<file path="config.mk">
export PLATFORM = sky130hd
export DESIGN_NAME = nand_erase_seq
export DESIGN_NICKNAME = d
export VERILOG_FILES = /design/src/rtl/nand_erase_pkg.sv /design/src/rtl/nand_bus_cycle.sv /design/src/rtl/nand_busy_wait.sv /design/src/rtl/nand_erase_seq.sv
export SDC_FILE = /design/constraint.sdc
export NUM_CORES = 1
export LEC_CHECK = 0
export ABC_AREA = 1
export BUFFER_PORTS_ARGS = -buffer_cell sky130_fd_sc_hd__buf_2
export CAP_MARGIN = 5
export CORE_MARGIN = 3
export CORE_UTILIZATION = 52
export DETAILED_ROUTE_END_ITERATION = 8
export PLACE_DENSITY = 0.76
export SLEW_MARGIN = 20
export SYNTH_ARGS = -nofsm -noshare
export SYNTH_HDL_FRONTEND = slang
export SYNTH_SLANG_ARGS = --single-unit
</file>
<file path="constraint.sdc">
create_clock -name clk -period 1.65 [get_ports clk]
set_input_delay 0.33 -clock clk [delete_from_list [all_inputs] [get_ports clk]]
set_output_delay 0.33 -clock clk [all_outputs]
set_load 0.05 [all_outputs]
</file>
<file path="src/rtl/nand_erase_pkg.sv">
package nand_erase_pkg;

    localparam int BLK_W      = 12;
    localparam int PAGE_BITS  = 5;
    localparam int ROW_BYTES  = 3;
    localparam int ROW_W      = ROW_BYTES * 8;

    localparam logic [7:0] CMD_ERASE_SETUP = 8'h60;
    localparam logic [7:0] CMD_ERASE_GO    = 8'hD0;
    localparam logic [7:0] CMD_READ_STATUS = 8'h70;

    typedef enum logic [1:0] {
        BUS_CMD,
        BUS_ADDR,
        BUS_READ
    } bus_kind_e;

    typedef struct packed {
        bus_kind_e  kind;
        logic [7:0] data;
    } bus_op_t;

    typedef enum logic [2:0] {
        ST_IDLE,
        ST_SETUP,
        ST_ADDR,
        ST_CONFIRM,
        ST_WAIT,
        ST_STATUS_CMD,
        ST_STATUS_RD
    } seq_state_e;

    // Row address: page bits forced to zero, block bits above them.
    function automatic logic [7:0] row_byte(input logic [BLK_W-1:0] blk,
                                            input logic [1:0] idx);
        logic [ROW_W-1:0] row;
        row = ROW_W'({blk, {PAGE_BITS{1'b0}}});
        case (idx)
            2'd0:    return row[7:0];
            2'd1:    return row[15:8];
            default: return row[23:16];
        endcase
    endfunction

endpackage

</file>
<file path="src/rtl/nand_bus_cycle.sv">
module nand_bus_cycle
    import nand_erase_pkg::*;
#(
    parameter int STROBE_CLKS = 2
) (
    input  logic       clk,
    input  logic       rst,
    input  logic       start,
    input  bus_op_t    op,
    input  logic [7:0] dq_in,
    output logic       cle,
    output logic       ale,
    output logic       we_n,
    output logic       re_n,
    output logic [7:0] dq_out,
    output logic       dq_oe,
    output logic [7:0] rd_data,
    output logic       finish
);

    localparam int CW = (STROBE_CLKS > 1) ? $clog2(STROBE_CLKS) : 1;
    localparam logic [CW-1:0] LAST = CW'(STROBE_CLKS - 1);

    typedef enum logic [1:0] {C_IDLE, C_LOW, C_HIGH} cyc_state_e;

    cyc_state_e  cst;
    logic [CW-1:0] cnt;
    bus_kind_e   kind_q;

    always_ff @(posedge clk) begin
        if (rst) begin
            cst     <= C_IDLE;
            cnt     <= '0;
            kind_q  <= BUS_CMD;
            cle     <= 1'b0;
            ale     <= 1'b0;
            we_n    <= 1'b1;
            re_n    <= 1'b1;
            dq_out  <= '0;
            dq_oe   <= 1'b0;
            rd_data <= '0;
            finish  <= 1'b0;
        end else begin
            finish <= 1'b0;
            case (cst)
                C_IDLE: begin
                    if (start) begin
                        kind_q <= op.kind;
                        cle    <= (op.kind == BUS_CMD);
                        ale    <= (op.kind == BUS_ADDR);
                        we_n   <= (op.kind == BUS_READ);
                        re_n   <= (op.kind != BUS_READ);
                        dq_out <= op.data;
                        dq_oe  <= (op.kind != BUS_READ);
                        cnt    <= '0;
                        cst    <= C_LOW;
                    end
                end
                C_LOW: begin
                    if (cnt == LAST) begin
                        we_n <= 1'b1;
                        re_n <= 1'b1;
                        if (kind_q == BUS_READ) rd_data <= dq_in;
                        cnt  <= '0;
                        cst  <= C_HIGH;
                    end else begin
                        cnt <= cnt + 1'b1;
                    end
                end
                C_HIGH: begin
                    if (cnt == LAST) begin
                        cle    <= 1'b0;
                        ale    <= 1'b0;
                        dq_oe  <= 1'b0;
                        finish <= 1'b1;
                        cst    <= C_IDLE;
                    end else begin
                        cnt <= cnt + 1'b1;
                    end
                end
                default: cst <= C_IDLE;
            endcase
        end
    end

    p_strobe_excl_r10: assert property (@(posedge clk) disable iff (rst)
        !(!we_n && !re_n));
    p_latch_excl_r10: assert property (@(posedge clk) disable iff (rst)
        !(cle && ale));
    p_read_released_r7: assert property (@(posedge clk) disable iff (rst)
        !re_n |-> !dq_oe);
    p_hold_on_rise_r3: assert property (@(posedge clk) disable iff (rst)
        $rose(we_n) |-> ($stable(dq_out) && $stable(cle) && $stable(ale)));

endmodule

</file>
<file path="src/rtl/nand_busy_wait.sv">
module nand_busy_wait #(
    parameter int WAIT_MIN    = 4,
    parameter int TO_W        = 16,
    parameter int SYNC_STAGES = 2
) (
    input  logic            clk,
    input  logic            rst,
    input  logic            arm,
    input  logic            rb_n,
    input  logic [TO_W-1:0] busy_timeout,
    output logic            ready_pulse,
    output logic            timeout_pulse
);

    localparam int HW = (WAIT_MIN > 1) ? $clog2(WAIT_MIN) : 1;
    localparam logic [HW-1:0] HOLD_LAST = HW'(WAIT_MIN - 1);
    localparam int KW = $clog2(WAIT_MIN + 2);
    localparam logic [KW-1:0] K_CAP = KW'(WAIT_MIN + 1);

    typedef enum logic [1:0] {W_IDLE, W_HOLD, W_POLL} wait_state_e;

    wait_state_e           wst;
    logic [HW-1:0]         hold_cnt;
    logic [TO_W-1:0]       poll_cnt;
    logic [SYNC_STAGES-1:0] rb_sh;
    logic                  rb_sync;

    always_ff @(posedge clk) begin
        if (rst) rb_sh <= '1;
        else     rb_sh <= {rb_sh[SYNC_STAGES-2:0], rb_n};
    end
    assign rb_sync = rb_sh[SYNC_STAGES-1];

    always_ff @(posedge clk) begin
        if (rst) begin
            wst           <= W_IDLE;
            hold_cnt      <= '0;
            poll_cnt      <= '0;
            ready_pulse   <= 1'b0;
            timeout_pulse <= 1'b0;
        end else begin
            ready_pulse   <= 1'b0;
            timeout_pulse <= 1'b0;
            case (wst)
                W_IDLE: begin
                    if (arm) begin
                        hold_cnt <= '0;
                        wst      <= W_HOLD;
                    end
                end
                W_HOLD: begin
                    if (hold_cnt == HOLD_LAST) begin
                        poll_cnt <= '0;
                        wst      <= W_POLL;
                    end else begin
                        hold_cnt <= hold_cnt + 1'b1;
                    end
                end
                W_POLL: begin
                    if (rb_sync) begin
                        ready_pulse <= 1'b1;
                        wst         <= W_IDLE;
                    end else if (poll_cnt >= busy_timeout) begin
                        timeout_pulse <= 1'b1;
                        wst           <= W_IDLE;
                    end else begin
                        poll_cnt <= poll_cnt + 1'b1;
                    end
                end
                default: wst <= W_IDLE;
            endcase
        end
    end

    // Checker-side counter of clocks since arming, saturating above WAIT_MIN.
    logic [KW-1:0] since_arm;
    always_ff @(posedge clk) begin
        if (rst)                    since_arm <= K_CAP;
        else if (arm)               since_arm <= '0;
        else if (since_arm != K_CAP) since_arm <= since_arm + 1'b1;
    end

    p_min_hold_r6: assert property (@(posedge clk) disable iff (rst)
        ready_pulse |-> (since_arm >= KW'(WAIT_MIN)));
    p_poll_bound_r9: assert property (@(posedge clk) disable iff (rst)
        (wst == W_POLL) |-> (poll_cnt <= busy_timeout));
    p_one_outcome_r9: assert property (@(posedge clk) disable iff (rst)
        !(ready_pulse && timeout_pulse));

endmodule

</file>
<file path="src/rtl/nand_erase_seq.sv">
module nand_erase_seq
    import nand_erase_pkg::*;
#(
    parameter int STROBE_CLKS = 2,
    parameter int WAIT_MIN    = 4,
    parameter int TO_W        = 16
) (
    input  logic             clk,
    input  logic             rst,
    input  logic             req_valid,
    output logic             req_ready,
    input  logic [BLK_W-1:0] req_block,
    input  logic [TO_W-1:0]  busy_timeout,
    output logic             done,
    output logic             fail,
    output logic             timed_out,
    output logic             nand_cle,
    output logic             nand_ale,
    output logic             nand_we_n,
    output logic             nand_re_n,
    output logic [7:0]       nand_dq_out,
    output logic             nand_dq_oe,
    input  logic [7:0]       nand_dq_in,
    input  logic             nand_rb_n
);

    localparam logic [1:0] ADDR_LAST = 2'(ROW_BYTES - 1);

    seq_state_e       state;
    logic [BLK_W-1:0] blk_q;
    logic [1:0]       addr_idx;
    logic             bus_start;
    bus_op_t          bus_op;
    logic             bus_finish;
    logic [7:0]       rd_data;
    logic             arm;
    logic             ready_pulse;
    logic             timeout_pulse;
    logic             unused_status_bits;

    assign unused_status_bits = ^rd_data[7:1];
    assign req_ready = (state == ST_IDLE);

    nand_bus_cycle #(.STROBE_CLKS(STROBE_CLKS)) u_cycle (
        .clk     (clk),
        .rst     (rst),
        .start   (bus_start),
        .op      (bus_op),
        .dq_in   (nand_dq_in),
        .cle     (nand_cle),
        .ale     (nand_ale),
        .we_n    (nand_we_n),
        .re_n    (nand_re_n),
        .dq_out  (nand_dq_out),
        .dq_oe   (nand_dq_oe),
        .rd_data (rd_data),
        .finish  (bus_finish)
    );

    nand_busy_wait #(.WAIT_MIN(WAIT_MIN), .TO_W(TO_W)) u_wait (
        .clk           (clk),
        .rst           (rst),
        .arm           (arm),
        .rb_n          (nand_rb_n),
        .busy_timeout  (busy_timeout),
        .ready_pulse   (ready_pulse),
        .timeout_pulse (timeout_pulse)
    );

    always_ff @(posedge clk) begin
        if (rst) begin
            state     <= ST_IDLE;
            blk_q     <= '0;
            addr_idx  <= '0;
            bus_start <= 1'b0;
            bus_op    <= '{kind: BUS_CMD, data: 8'h00};
            arm       <= 1'b0;
            done      <= 1'b0;
            fail      <= 1'b0;
            timed_out <= 1'b0;
        end else begin
            bus_start <= 1'b0;
            arm       <= 1'b0;
            done      <= 1'b0;
            case (state)
                ST_IDLE: begin
                    if (req_valid) begin
                        blk_q     <= req_block;
                        bus_op    <= '{kind: BUS_CMD, data: CMD_ERASE_SETUP};
                        bus_start <= 1'b1;
                        state     <= ST_SETUP;
                    end
                end
                ST_SETUP: begin
                    if (bus_finish) begin
                        addr_idx  <= '0;
                        bus_op    <= '{kind: BUS_ADDR, data: row_byte(blk_q, 2'd0)};
                        bus_start <= 1'b1;
                        state     <= ST_ADDR;
                    end
                end
                ST_ADDR: begin
                    if (bus_finish) begin
                        bus_start <= 1'b1;
                        if (addr_idx == ADDR_LAST) begin
                            bus_op <= '{kind: BUS_CMD, data: CMD_ERASE_GO};
                            state  <= ST_CONFIRM;
                        end else begin
                            bus_op   <= '{kind: BUS_ADDR,
                                          data: row_byte(blk_q, addr_idx + 2'd1)};
                            addr_idx <= addr_idx + 2'd1;
                        end
                    end
                end
                ST_CONFIRM: begin
                    if (bus_finish) begin
                        arm   <= 1'b1;
                        state <= ST_WAIT;
                    end
                end
                ST_WAIT: begin
                    if (timeout_pulse) begin
                        done      <= 1'b1;
                        fail      <= 1'b1;
                        timed_out <= 1'b1;
                        state     <= ST_IDLE;
                    end else if (ready_pulse) begin
                        bus_op    <= '{kind: BUS_CMD, data: CMD_READ_STATUS};
                        bus_start <= 1'b1;
                        state     <= ST_STATUS_CMD;
                    end
                end
                ST_STATUS_CMD: begin
                    if (bus_finish) begin
                        bus_op    <= '{kind: BUS_READ, data: 8'h00};
                        bus_start <= 1'b1;
                        state     <= ST_STATUS_RD;
                    end
                end
                ST_STATUS_RD: begin
                    if (bus_finish) begin
                        done      <= 1'b1;
                        fail      <= rd_data[0];
                        timed_out <= 1'b0;
                        state     <= ST_IDLE;
                    end
                end
                default: state <= ST_IDLE;
            endcase
        end
    end

    p_done_pulse_r8: assert property (@(posedge clk) disable iff (rst)
        done |=> !done);
    p_timeout_fails_r9: assert property (@(posedge clk) disable iff (rst)
        (done && timed_out) |-> fail);
    p_busy_after_accept_r2: assert property (@(posedge clk) disable iff (rst)
        (req_valid && req_ready) |=> !req_ready);
    p_confirm_follows_addr_r5: assert property (@(posedge clk) disable iff (rst)
        (state == ST_CONFIRM) |-> ($past(state) == ST_CONFIRM || $past(state) == ST_ADDR));
    p_status_after_ready_r6: assert property (@(posedge clk) disable iff (rst)
        (state == ST_STATUS_CMD && $past(state) == ST_WAIT) |-> $past(ready_pulse));

endmodule

</file>
==> results of run 1 <==
==> synth_stat cells (4+ instances only) <==
master,number
nand2_1,109
dfxtp_1,76
inv_1,74
nor2_1,64
a21oi_1,55
o21ai_0,38
nand3_1,35
ha_1,26
clkbuf_1,9
nor3_1,8
nand4_1,7
nor2_2,6
o21ai_1,6
buf_2,4
inv_2,4
nand2_2,4
o22ai_1,4
==> final cells by class <==
type | instances | share of cell area
clock inverters | 5 | 0.0168
flip-flops and latches | 76 | 0.307
repair buffers | 81 | 0.105
inverters | 80 | 0.0605
multi-input cells | 393 | 0.458
clock buffers | 11 | 0.0283
well taps | 99 | 0.0248
==> what timing repair did <==
action	CTS	global route
buffers inserted	1	2
pin swaps	7	12
endpoints found under the setup margin	17	42
endpoints found under the hold margin	0	0
cloned	2	0
resized for setup	12	46
==> cell usage in the layout (no fill, tap or decap), types with 10 or more instances in the layout <==
master	instances
a21oi_1	50
buf_2	48
buf_4	28
clkbuf_8	10
dfxtp_1	66
ha_1	19
inv_1	71
nand2_1	103
nand3_1	29
nor2_1	57
nor2_2	12
o21ai_0	34
==> flip-flops by register name (all words and copies together) (netlist names), 3 cells and up <==
| register | count |
|---|---|
| bus_op | 10 |
| u_wait.poll_cnt | 16 |
| u_cycle.dq_out | 8 |
| blk_q | 12 |
| state | 3 |
==> worst max-delay path, stage by stage (launching register included) <==
cell	delay [ns]
dfxtp_4	0.36
ha_4	0.27
nand2_2	0.04
inv_2	0.06
nand2_2	0.06
nor2_2	0.11
nor2_2	0.05
nand2_2	0.11
nand2_4	0.07
nand3_4	0.11
nand2_8	0.09
buf_12	0.16
nand3_1	0.06
nand2_1	0.06
==> per-stage QoR <==
| stage | instance area, um2 | hold slack (ns) | worst slack (ns) | TNS [ns] |
|---|---|---|---|---|
| after floorplan | 3970 | 0.389 | 0.00831 | 0 |
| after global placement | 4520 | 0.393 | -0.247 | -3.28 |
| after detailed placement | 4520 | 0.397 | -0.278 | -3.95 |
| after CTS | 4840 | 0.149 | -0.0729 | -0.991 |
| after global routing | 5000 | 0.155 | -0.156 | -1.92 |
| final | 5000 | 0.160 | -0.0555 | -0.485 |
==> metal layers <==
metal  global-route usage  up-vias
met2                0.363      101
li1                     -     1993
met5                    0        -
met4               0.0891        0
met3               0.0322       17
met1                0.287     1744
==> worst max path at each step <==
stage | start | end | slack, ns | cells past startpoint
2_1_floorplan | busy_timeout[5] | u_wait.poll_cnt[4]$_SDFFE_PP0P_ | 0.008 | 14
3_3_place_gp | busy_timeout[7] | u_wait.poll_cnt[7]$_SDFFE_PP0P_ | -0.25 | 15
3_5_place_dp | busy_timeout[5] | u_wait.poll_cnt[1]$_SDFFE_PP0P_ | -0.28 | 15
4_1_cts | u_wait.poll_cnt[7]$_SDFFE_PP0P_ | u_wait.poll_cnt[1]$_SDFFE_PP0P_ | -0.07 | 13
5_1_grt | u_wait.poll_cnt[13]$_SDFFE_PP0P_ | u_wait.poll_cnt[6]$_SDFFE_PP0P_ | -0.16 | 9
6_report | u_wait.poll_cnt[7]$_SDFFE_PP0P_ | u_wait.poll_cnt[1]$_SDFFE_PP0P_ | -0.06 | 13
==> cell families (layout without fill, tap and decap cells) <==
| group | after synthesis | after routing | synth area share |
|---|---|---|---|
| flops | 76 | 76 | 0.385 |
| xor+xnor | 3 | 3 | 0.00665 |
| simple gates | 247 | 249 | 0.278 |
| buf+inv | 94 | 177 | 0.0928 |
| compound gates | 115 | 115 | 0.155 |
| fa+ha+maj | 26 | 26 | 0.0823 |
==> power groups by stage <==
stage / sequential (mW) / clock, mW / combinational, mW
2_1_floorplan: 2.59 / 0 / 1.23
3_5_place_dp: 2.32 / 0 / 1.95
3_3_place_gp: 2.31 / 0 / 1.91
5_1_grt: 2.33 / 1.70 / 2.37
4_1_cts: 2.28 / 1.63 / 2.04
6_report: 2.29 / 1.61 / 2.12
==> summary.txt, run 1 <==
Layout
  • Final Util: 0.683
  • Final #Nets: 707
  • Layout area overhead: 26.6%
  • Area of the multi-input gates: 2290 um2
  • FF/Latch Area: 1540 um2
  • # diodes: 0
  • Fin cells: 745
  • Filler cells: 609
  • Layout cells sized above 1: 0.262

Timing
  • Worst setup margin: -0.0555 ns
  • RSZ-0062 raised after global routing: yes
  • Fin crit period: 1.71 ns
  • Tcrit/Tclk final: 1.03
  • Setup violators final: 14
  • FMAX: 586 MHz
  • Slew HR: 0.772
  • Least-Margin Pin Slew: 0.341 ns
  • Layout Skew: 0.00885 ns
  • Final hold vios: 0
  • Slew Limit Fails: 0

Power and ir drop
  • Cell Pwr Density: 1200 nW/um2
  • Net Sw Power: 2.32 mW
  • Leak: 2.22 nW
  • Switching share of power: 0.386
  • Power share of the clock group: 0.267
  • Combinational power share: 0.352
  • Peak supply drop: 955 uV
  • Sequential power share: 0.381
  • Tot Pwr: 6.02 mW
  • Internal power: 3.70 mW

Setup path
  • Crit start category: flop
  • Reg-to-Reg End: u_wait.poll_cnt[1]$_SDFFE_PP0P_
  • Worst Path Required: 1.90 ns
  • Worst r2r src: u_wait.poll_cnt[7]$_SDFFE_PP0P_
  • CP Capture Type: flop
  • WS Path Type: reg -> reg
  • Worst reg2reg setup slack: -0.06 ns
  • Worst path arrival time: 1.95 ns
  • Worst R2R Path Depth: 13
  • Crit Path Max Fanout: 7

Synthesis
  • Post-synth net total: 627
  • Syn Std Cell Area: 3950 um2
  • Top_reg_cell synth: dfxtp_1
  • Top cell type by total area after synthesis: dfxtp_1
  • Yosys top cell area share: 0.385
  • Fraction of registers with async set or reset after synthesis: 0
  • Gate Count Post-Synth: 561
  • Yosys warning count: 0
  • Mean Syn Cell Area: 7.04 um2
  • Seq/Total Area, Yosys: 0.385
  • EDFF count, synth: 0
  • FF+latch count, synth: 76
  • Yosys cell types: 39
  • Synth area leaders: dfxtp_1, nand2_1, ha_1

Route
  • Final WL: 9330 um
  • DRT Pass-1 Iters: 5
  • Vias: 3855
  • # DRC: 0
  • Met1 WL: 4370 um
  • Highest routed layer: met4
  • Met2 Wirelength: 4360 um
  • DR WL met3: 434 um
  • DRT antenna net count: 0
  • Routed vias/inst: 5.17
  • Average wire per standard cell: 12.5 um
  • DR iter-0 viols: 243

Floorplanning
  • Core box area: 7330 um2
  • # IOs: 57
  • # rows: 31
  • Die Y: 93.2 um
  • Initial core utilization: 0.539
  • Die area: 8680 um2
  • Die X: 93.2 um

Clocking
  • Root buffer cell: clkbuf_8
  • Clk pin slew, worst setup/hold paths: 0.07 ns
  • Worst-Skew Late Latency: 0.35 ns
  • Clock sinks: 76
  • CTS H-tree depth: 3
  • CTS tree: built
  • Clock buffer depth: 2
  • Num CTS Buffers: 9
  • Hold_buf cts: 0

Placed design
  • GPL Wtd Cong: 0.872
  • HPWL Detailed: 6700 um
  • Placed insts: 725
  • Port buffer count: 49

Global routing
  • Total GRT Usage: 0.219
  • Largest net degree at the start of global routing: 39
  • First-pass GRT wire length: 15500 um
  • GR Overflow Total: 0
  • Number of global-route vias before repair: 3576
  • Initial antenna violation count: 0

Flow run
  • Max-Cap Viols: 0

Outcome
  • Status: complete, but fails checks
  • Failing checks: setup timing

Worst hold path
  • Hold_sp: nand_rb_n
  • Worst hold path depth: 2
  • Hold WC Path Type: in -> reg
  • WHS Endpoint: u_wait.rb_sh[0]$_SDFF_PP1_
(Power assumes the default switching activity.)
==> inputs of run 2 (changes only) <==
--- a/config.mk
+++ b/config.mk
@@ -6,12 +6,14 @@
 export NUM_CORES = 1
 export LEC_CHECK = 0
 export ABC_AREA = 1
-export BUFFER_PORTS_ARGS = -buffer_cell sky130_fd_sc_hd__buf_2
 export CAP_MARGIN = 5
 export CORE_MARGIN = 3
-export CORE_UTILIZATION = 52
+export CORE_UTILIZATION = 55
+export CTS_CLUSTER_SIZE = 40
 export DETAILED_ROUTE_END_ITERATION = 8
-export PLACE_DENSITY = 0.76
+export DONT_BUFFER_PORTS = 1
+export GPL_TIMING_DRIVEN = 0
+export PLACE_DENSITY = 0.73
 export SLEW_MARGIN = 20
 export SYNTH_ARGS = -nofsm -noshare
 export SYNTH_HDL_FRONTEND = slang
==> run 2 against run 1 <==
Effect of this change: the run still ends with setup timing left; final cell count decreased by 5.1%; first-iteration DRC count decreased by 9.1%; cell area decreased by 0.83%; flip-flop and latch count unchanged; critical path depth increased by 1; hold slack got worse by 0.080 ns; global-route usage increased by 1.3 points; register-to-register slack got worse by 0.15 ns.
==> summary.txt, run 2 (same netlist as run 1, synthesis figures left out) <==
Clocking
  • Worst-Skew Late Latency: 0.36 ns (about the same)
  • CTS tree: built
  • CTS H-tree depth: 3 (unchanged)
  • Num CTS Buffers: 9 (unchanged)
  • Hold_buf cts: 0 (unchanged)
  • Clock sinks: 76 (unchanged)
  • Clock buffer depth: 2 (unchanged)
  • Clk pin slew, worst setup/hold paths: 0.09 ns (+0.02 ns)
  • Root buffer cell: clkbuf_8

Layout
  • Top flop regs: u_wait.poll_cnt x16, blk_q x12, bus_op x10
  • Layout area overhead: 25.6%
  • # diodes: 0 (unchanged)
  • Commonest cells after routing, fill and taps aside: nand2_1, inv_1, nor2_1
  • Max reg flops: 16 (unchanged)
  • Layout cells sized above 1: 0.237 (-0.0243)
  • Final #Nets: 672 (-5.0%)
  • Fin area: 4960 um2 (-0.83%)
  • Commonest non-fill, non-tap cell in the layout: nand2_1
  • Filler cells: 554 (-9.0%)
  • Reg with most FFs: u_wait.poll_cnt

Global routing
  • GR Overflow Total: 0 (unchanged)
  • Total GRT Usage: 0.232 (+0.0129)
  • Initial antenna violation count: 0 (unchanged)
  • First-pass GRT wire length: 15600 um (+0.54%)
  • Number of global-route vias before repair: 3381 (-5.5%)
  • Largest net degree at the start of global routing: 16 (-59%)

Worst hold path
  • Hold WC Path Type: in -> reg

Flow run
  • Max-Cap Viols: 0 (unchanged)

Power and ir drop
  • Peak supply drop: 848 uV (-11%)
  • Tot Pwr: 6.03 mW (+0.17%)
  • Cell Pwr Density: 1220 nW/um2 (+1.0%)
  • Leak: 2.15 nW (-3.5%)

Outcome
  • Status: complete, but fails checks
  • Failing checks: setup timing

Placed design
  • GPL Wtd Cong: 0.894 (+2.5%)
  • HPWL Detailed: 6530 um (-2.6%)
  • Port buffer count: 0 (-100%)
  • Placed instance area: 4090 um2 (-9.6%)

Timing
  • Setup violators final: 17 (+3)
  • RSZ-0062 raised after global routing: yes
  • Layout Skew: 0.0112 ns (+0.00238 ns)
  • Least-Margin Pin Slew: 0.669 ns (+0.328 ns)
  • Min Hold Slack: 0.0803 ns (-0.0795 ns)
  • Tcrit/Tclk final: 1.13 (+0.0915)
  • FMAX: 539 MHz (-8.1%)
  • Slew Limit Fails: 0 (unchanged)
  • Fin crit period: 1.86 ns (+0.151 ns)
  • Worst setup margin: -0.206 ns (-0.151 ns)
  • Final hold vios: 0 (unchanged)
  • Setup TNS: -2.48 ns (-1.99 ns)
  • Slew HR: 0.554 (-0.218)

Route
  • Vias: 3904 (+1.3%)
  • DRT antenna net count: 0 (unchanged)
  • # DRC: 0 (unchanged)
  • DRT Pass-1 Iters: 7 (+2)
  • Final WL: 10300 um (+11%)
  • Routed vias/inst: 5.52 (+6.7%)
  • Average wire per standard cell: 14.6 um (+17%)
  • DR iter-0 viols: 221 (-9.1%)

Setup path
  • Dominant delay contributor by cell family on the critical path: simple AND/OR/NAND/NOR gates
  • CP Capture Type: flop
  • Crit Path Max Fanout: 4 (-3)
  • WS Path Type: reg -> reg
  • Worst Path Buf+Inv: 3 (+1)
  • Critical path's largest stage delay: 0.36 ns (about the same)
  • Crit start category: flop
  • Worst Path Required: 1.93 ns (+0.03 ns)
  • Critical-path cell list: ha_4 > nand2_2 > inv_2 > nand2_1 > nand2_2 > nor2_4 > nand2_4 > nand2_4 > nand3_4 > buf_6 > buf_6 > nand2_4 > nand2_2 > a21oi_2
  • CP max stage cell: dfxtp_4
  • Worst path arrival time: 2.14 ns (+0.19 ns)

Floorplanning
  • # rows: 30 (-3.2%)
  • # IOs: 57 (unchanged)
  • Die Y: 90.8 um (-2.6%)
  • Initial core utilization: 0.575 (+0.0362)
  • Core box area: 6870 um2 (-6.3%)
  • Die X: 90.8 um (-2.6%)
  • Die area: 8240 um2 (-5.1%)
==> run 2: worst reg2reg max path: stages (launching register included) <==
cell and delay (ns):
dfxtp_4 0.36, ha_4 0.22, nand2_2 0.06, inv_2 0.05, nand2_1 0.07, nand2_2 0.07
nor2_4 0.12, nand2_4 0.07, nand2_4 0.08, nand3_4 0.12, buf_6 0.15, buf_6 0.11
nand2_4 0.09, nand2_2 0.08, a21oi_2 0.13
==> run 2: final timing paths <==
kind	start	endpoint	slack [ns]	cells past startpoint
setup / recovery	u_wait.poll_cnt[7]$_SDFFE_PP0P_	u_wait.poll_cnt[15]$_SDFFE_PP0P_	-0.21	14
setup reg to reg	u_wait.poll_cnt[7]$_SDFFE_PP0P_	u_wait.poll_cnt[15]$_SDFFE_PP0P_	-0.21	14
hold reg to reg	u_wait.rb_sh[0]$_SDFF_PP1_	u_wait.rb_sh[1]$_SDFF_PP1_	0.41	1
hold / removal	nand_rb_n	u_wait.rb_sh[0]$_SDFF_PP1_	0.08	1
==> run 2: per-layer routing <==
metal / vias up / share of wire / wire, um / global-route usage
li1: 1930 / - / - / -
met1: 1795 / 0.43 / 4470 / 0.323
met2: 165 / 0.48 / 4950 / 0.359
met3: 14 / 0.074 / 763 / 0.0458
met4: 0 / 0.015 / 153 / 0.0791
met5: - / 0 / 0 / 0
==> run 2: timing repair <==
action	CTS	global route
endpoints found under the hold margin	0	0
endpoints found under the setup margin	40	47
resized for setup	42	62
pin swaps	21	39
setup buffers	12	18
cloned	3	2
==> run 2: per-stage QoR <==
step / std cells / utilization / setup slack, ns
floorplan: 561 / - / 0.00831
global placement: 657 / 0.595 / -0.218
detailed placement: 657 / 0.595 / -0.243
CTS: 688 / 0.672 / -0.107
global route: 707 / 0.722 / -0.334
finish: 707 / 0.722 / -0.206
==> run 2: cell type report <==
class	instances	area (um2)	area share
Multi-Input combinational cell	394	2390	0.482
Sequential cell	76	1570	0.316
Inverter	80	308	0.0620
Timing Repair Buffer	30	262	0.0527
Clock buffer	9	124	0.0250
Tap cell	96	120	0.0242
Clock inverter	7	106	0.0214
Buffer	14	75.1	0.0151
Timing Repair inverter	1	6.26	0.00126
==> run 2: report_power, final <==
part           internal [mW]  total, mW  switching (mW)  leakage [nW]
logic                  0.603       1.78            1.17          1.40
clock network          0.878       1.64           0.763         0.116
registers               2.12       2.61           0.493         0.631
total                   3.60       6.03            2.43          2.15
==> inputs of run 3 (changes only) <==
--- a/config.mk
+++ b/config.mk
@@ -12,7 +12,7 @@
 export CTS_CLUSTER_SIZE = 40
 export DETAILED_ROUTE_END_ITERATION = 8
 export DONT_BUFFER_PORTS = 1
-export GPL_TIMING_DRIVEN = 0
+export GPL_TIMING_DRIVEN = 1
 export PLACE_DENSITY = 0.73
 export SLEW_MARGIN = 20
 export SYNTH_ARGS = -nofsm -noshare
==> constraint.sdc (replaced) <==
create_clock -name clk -period 1.65 [get_ports clk]
set_input_delay 0.4125 -clock clk [delete_from_list [all_inputs] [get_ports clk]]
set_output_delay 0.4125 -clock clk [all_outputs]
set_load 0.05 [all_outputs]
==> run 3 against run 2 <==
Effect of this change: the flow still finishes with violations (setup timing); final cell count shrank 1.7%; clock-buffer cell count unchanged; total power is 2.0% lower; core utilization shrank 2.1 points; clock skew rose by 0.00052 ns; first-iteration DRC count decreased by 30%; cell area decreased by 2.9%; wire length decreased by 11%; clock power barely moved; flip-flop and latch count unchanged; global-route usage decreased by 0.33 points; critical endpoint is now u_wait.poll_cnt[8]$_SDFFE_PP0P_; highest routed layer unchanged.
==> summary.txt, run 3 (same netlist as run 1, synthesis figures left out) <==
Layout
  • Reg with most FFs: u_wait.poll_cnt
  • Layout area overhead: 22.0%
  • Layout cells sized above 1: 0.222 (-0.0153)
  • Filler cells: 565 (+2.0%)
  • Final Util: 0.702 (-0.0208)
  • Max reg flops: 16 (unchanged)
  • # diodes: 0 (unchanged)
  • Fin area: 4820 um2 (-2.9%)
  • Final #Nets: 660 (-1.8%)
  • Top flop regs: u_wait.poll_cnt x16, blk_q x12, bus_op x10
  • Commonest cells after routing, fill and taps aside: nand2_1, inv_1, dfxtp_1
  • Commonest non-fill, non-tap cell in the layout: nand2_1

Timing
  • Least-Margin Pin Slew: 0.532 ns (-0.137 ns)
  • Final hold vios: 0 (unchanged)
  • Fin crit period: 1.74 ns (-0.119 ns)
  • Worst setup margin: -0.0877 ns (+0.119 ns)
  • RSZ-0062 raised after global routing: yes
  • FMAX: 575 MHz (+6.8%)
  • Slew Limit Fails: 0 (unchanged)
  • Slew HR: 0.645 (+0.0910)
  • Setup violators final: 16 (-1)
  • Tcrit/Tclk final: 1.05 (-0.0719)
  • Layout Skew: 0.0117 ns (+0.000520 ns)

Flow run
  • Max-Cap Viols: 0 (unchanged)

Placed design
  • Port buffer count: 0 (unchanged)
  • Placed instance area: 4420 um2 (+8.1%)
  • HPWL Detailed: 6660 um (+2.1%)
  • GPL Wtd Cong: 0.891 (-0.34%)

Global routing
  • Initial antenna violation count: 0 (unchanged)
  • Number of global-route vias before repair: 3518 (+4.1%)
  • First-pass GRT wire length: 15600 um (-0.22%)
  • GR Overflow Total: 0 (unchanged)
  • Total GRT Usage: 0.229 (-0.00330)
  • Largest net degree at the start of global routing: 39 (+23)

Route
  • DR iter-0 viols: 155 (-30%)
  • Routed vias/inst: 5.25 (-4.9%)
  • Final WL: 9200 um (-11%)
  • DR WL met3: 371 um (-51%)
  • Met2 Wirelength: 4300 um (-13%)
  • # DRC: 0 (unchanged)
  • Met1 WL: 4350 um (-2.6%)
  • Highest routed layer: met4
  • Average wire per standard cell: 13.2 um (-9.4%)
  • DRT Pass-1 Iters: 5 (-2)
  • Vias: 3650 (-6.5%)
  • DRT antenna net count: 0 (unchanged)

Floorplanning
  • Die X: 90.8 um (unchanged)
  • Die area: 8240 um2 (unchanged)
  • # rows: 30 (unchanged)
  • Initial core utilization: 0.575 (unchanged)
  • # IOs: 57 (unchanged)
  • Die Y: 90.8 um (unchanged)
  • Core box area: 6870 um2 (unchanged)

Outcome
  • Status: complete, but fails checks
  • Failing checks: setup timing

Clocking
  • CTS tree: built
  • CTS H-tree depth: 3 (unchanged)
  • Clock sinks: 76 (unchanged)
  • Hold_buf cts: 0 (unchanged)
  • Worst-Skew Late Latency: 0.36 ns (about the same)
  • Root buffer cell: clkbuf_8
  • Clk pin slew, worst setup/hold paths: 0.09 ns (about the same)
  • Num CTS Buffers: 9 (unchanged)
  • Clock buffer depth: 2 (unchanged)

Setup path
  • CP Capture Type: flop
  • Worst Path Required: 1.94 ns (about the same)
  • WS Path Type: reg -> reg
  • Crit start category: flop
  • Worst path arrival time: 2.03 ns (-0.11 ns)
  • Crit Path Max Fanout: 6 (+2)

Power and ir drop
  • Leak: 2.04 nW (-4.7%)
  • Cell Pwr Density: 1230 nW/um2 (+0.92%)
  • Tot Pwr: 5.91 mW (-2.0%)
  • Peak supply drop: 1070 uV (+26%)

Worst hold path
  • Hold WC Path Type: in -> reg
==> run 3: final timing paths <==
path / from / end / slack [ns] / cells past startpoint
setup / recovery: u_wait.poll_cnt[5]$_SDFFE_PP0P_ / u_wait.poll_cnt[8]$_SDFFE_PP0P_ / -0.09 / 13
hold / removal: rst / blk_q[11]$_SDFFE_PP0P_ / 0.11 / 1
setup reg to reg: u_wait.poll_cnt[5]$_SDFFE_PP0P_ / u_wait.poll_cnt[8]$_SDFFE_PP0P_ / -0.09 / 13
hold reg to reg: u_wait.rb_sh[0]$_SDFF_PP1_ / u_wait.rb_sh[1]$_SDFF_PP1_ / 0.41 / 1
==> run 3: layer usage <==
layer / GRT usage / up-vias
met2: 0.372 / 84
met5: 0 / -
met1: 0.300 / 1653
met3: 0.0492 / 17
met4: 0.0816 / 0
li1: - / 1896
==> run 3: worst max-delay path, cell delays in order (launching register included) <==
cell and delay [ns]:
dfxtp_2 0.35, ha_4 0.24, nand2_1 0.06, nand2_1 0.04
nand2_1 0.05, nand2_1 0.05, nor2_1 0.12, nand2_2 0.11
nand2_4 0.09, nand3_4 0.10, nand2_8 0.14, buf_8 0.13
nand2_1 0.06, a21oi_2 0.11
==> run 3: area by class of cell <==
class | count | area (um2) | area share
multi-input cells | 392 | 2320 | 0.482
flip-flops and latches | 76 | 1530 | 0.318
inverters | 80 | 309 | 0.0641
repair buffers | 35 | 305 | 0.0633
clock buffers | 9 | 124 | 0.0257
well taps | 96 | 120 | 0.0249
clock inverters | 7 | 104 | 0.0215
==> run 3: stage by stage <==
| stage | cells | hold slack (ns) | setup slack, ns | TNS (ns) |
|---|---|---|---|---|
| 2_1_floorplan | 561 | 0.389 | -0.00583 | -0.0352 |
| 3_3_place_gp | 674 | 0.393 | -0.178 | -2.43 |
| 3_5_place_dp | 674 | 0.398 | -0.231 | -3.47 |
| 4_1_cts | 694 | 0.106 | -0.127 | -1.62 |
| 5_1_grt | 695 | 0.108 | -0.165 | -2.14 |
| 6_report | 695 | 0.115 | -0.0877 | -0.811 |
==> run 3: power by group <==
group	total, mW	switching [mW]	internal (mW)
Sequential	2.60	0.473	2.13
Clock	1.64	0.768	0.876
Combinational	1.67	1.09	0.583
Total	5.91	2.33	3.59
==> run 3: repair_timing <==
item | CTS | global route
gates cloned | 2 | 0
pin swaps | 18 | 21
resized for setup | 14 | 27
setup endpoints to repair | 17 | 27
setup buffers | 2 | 2
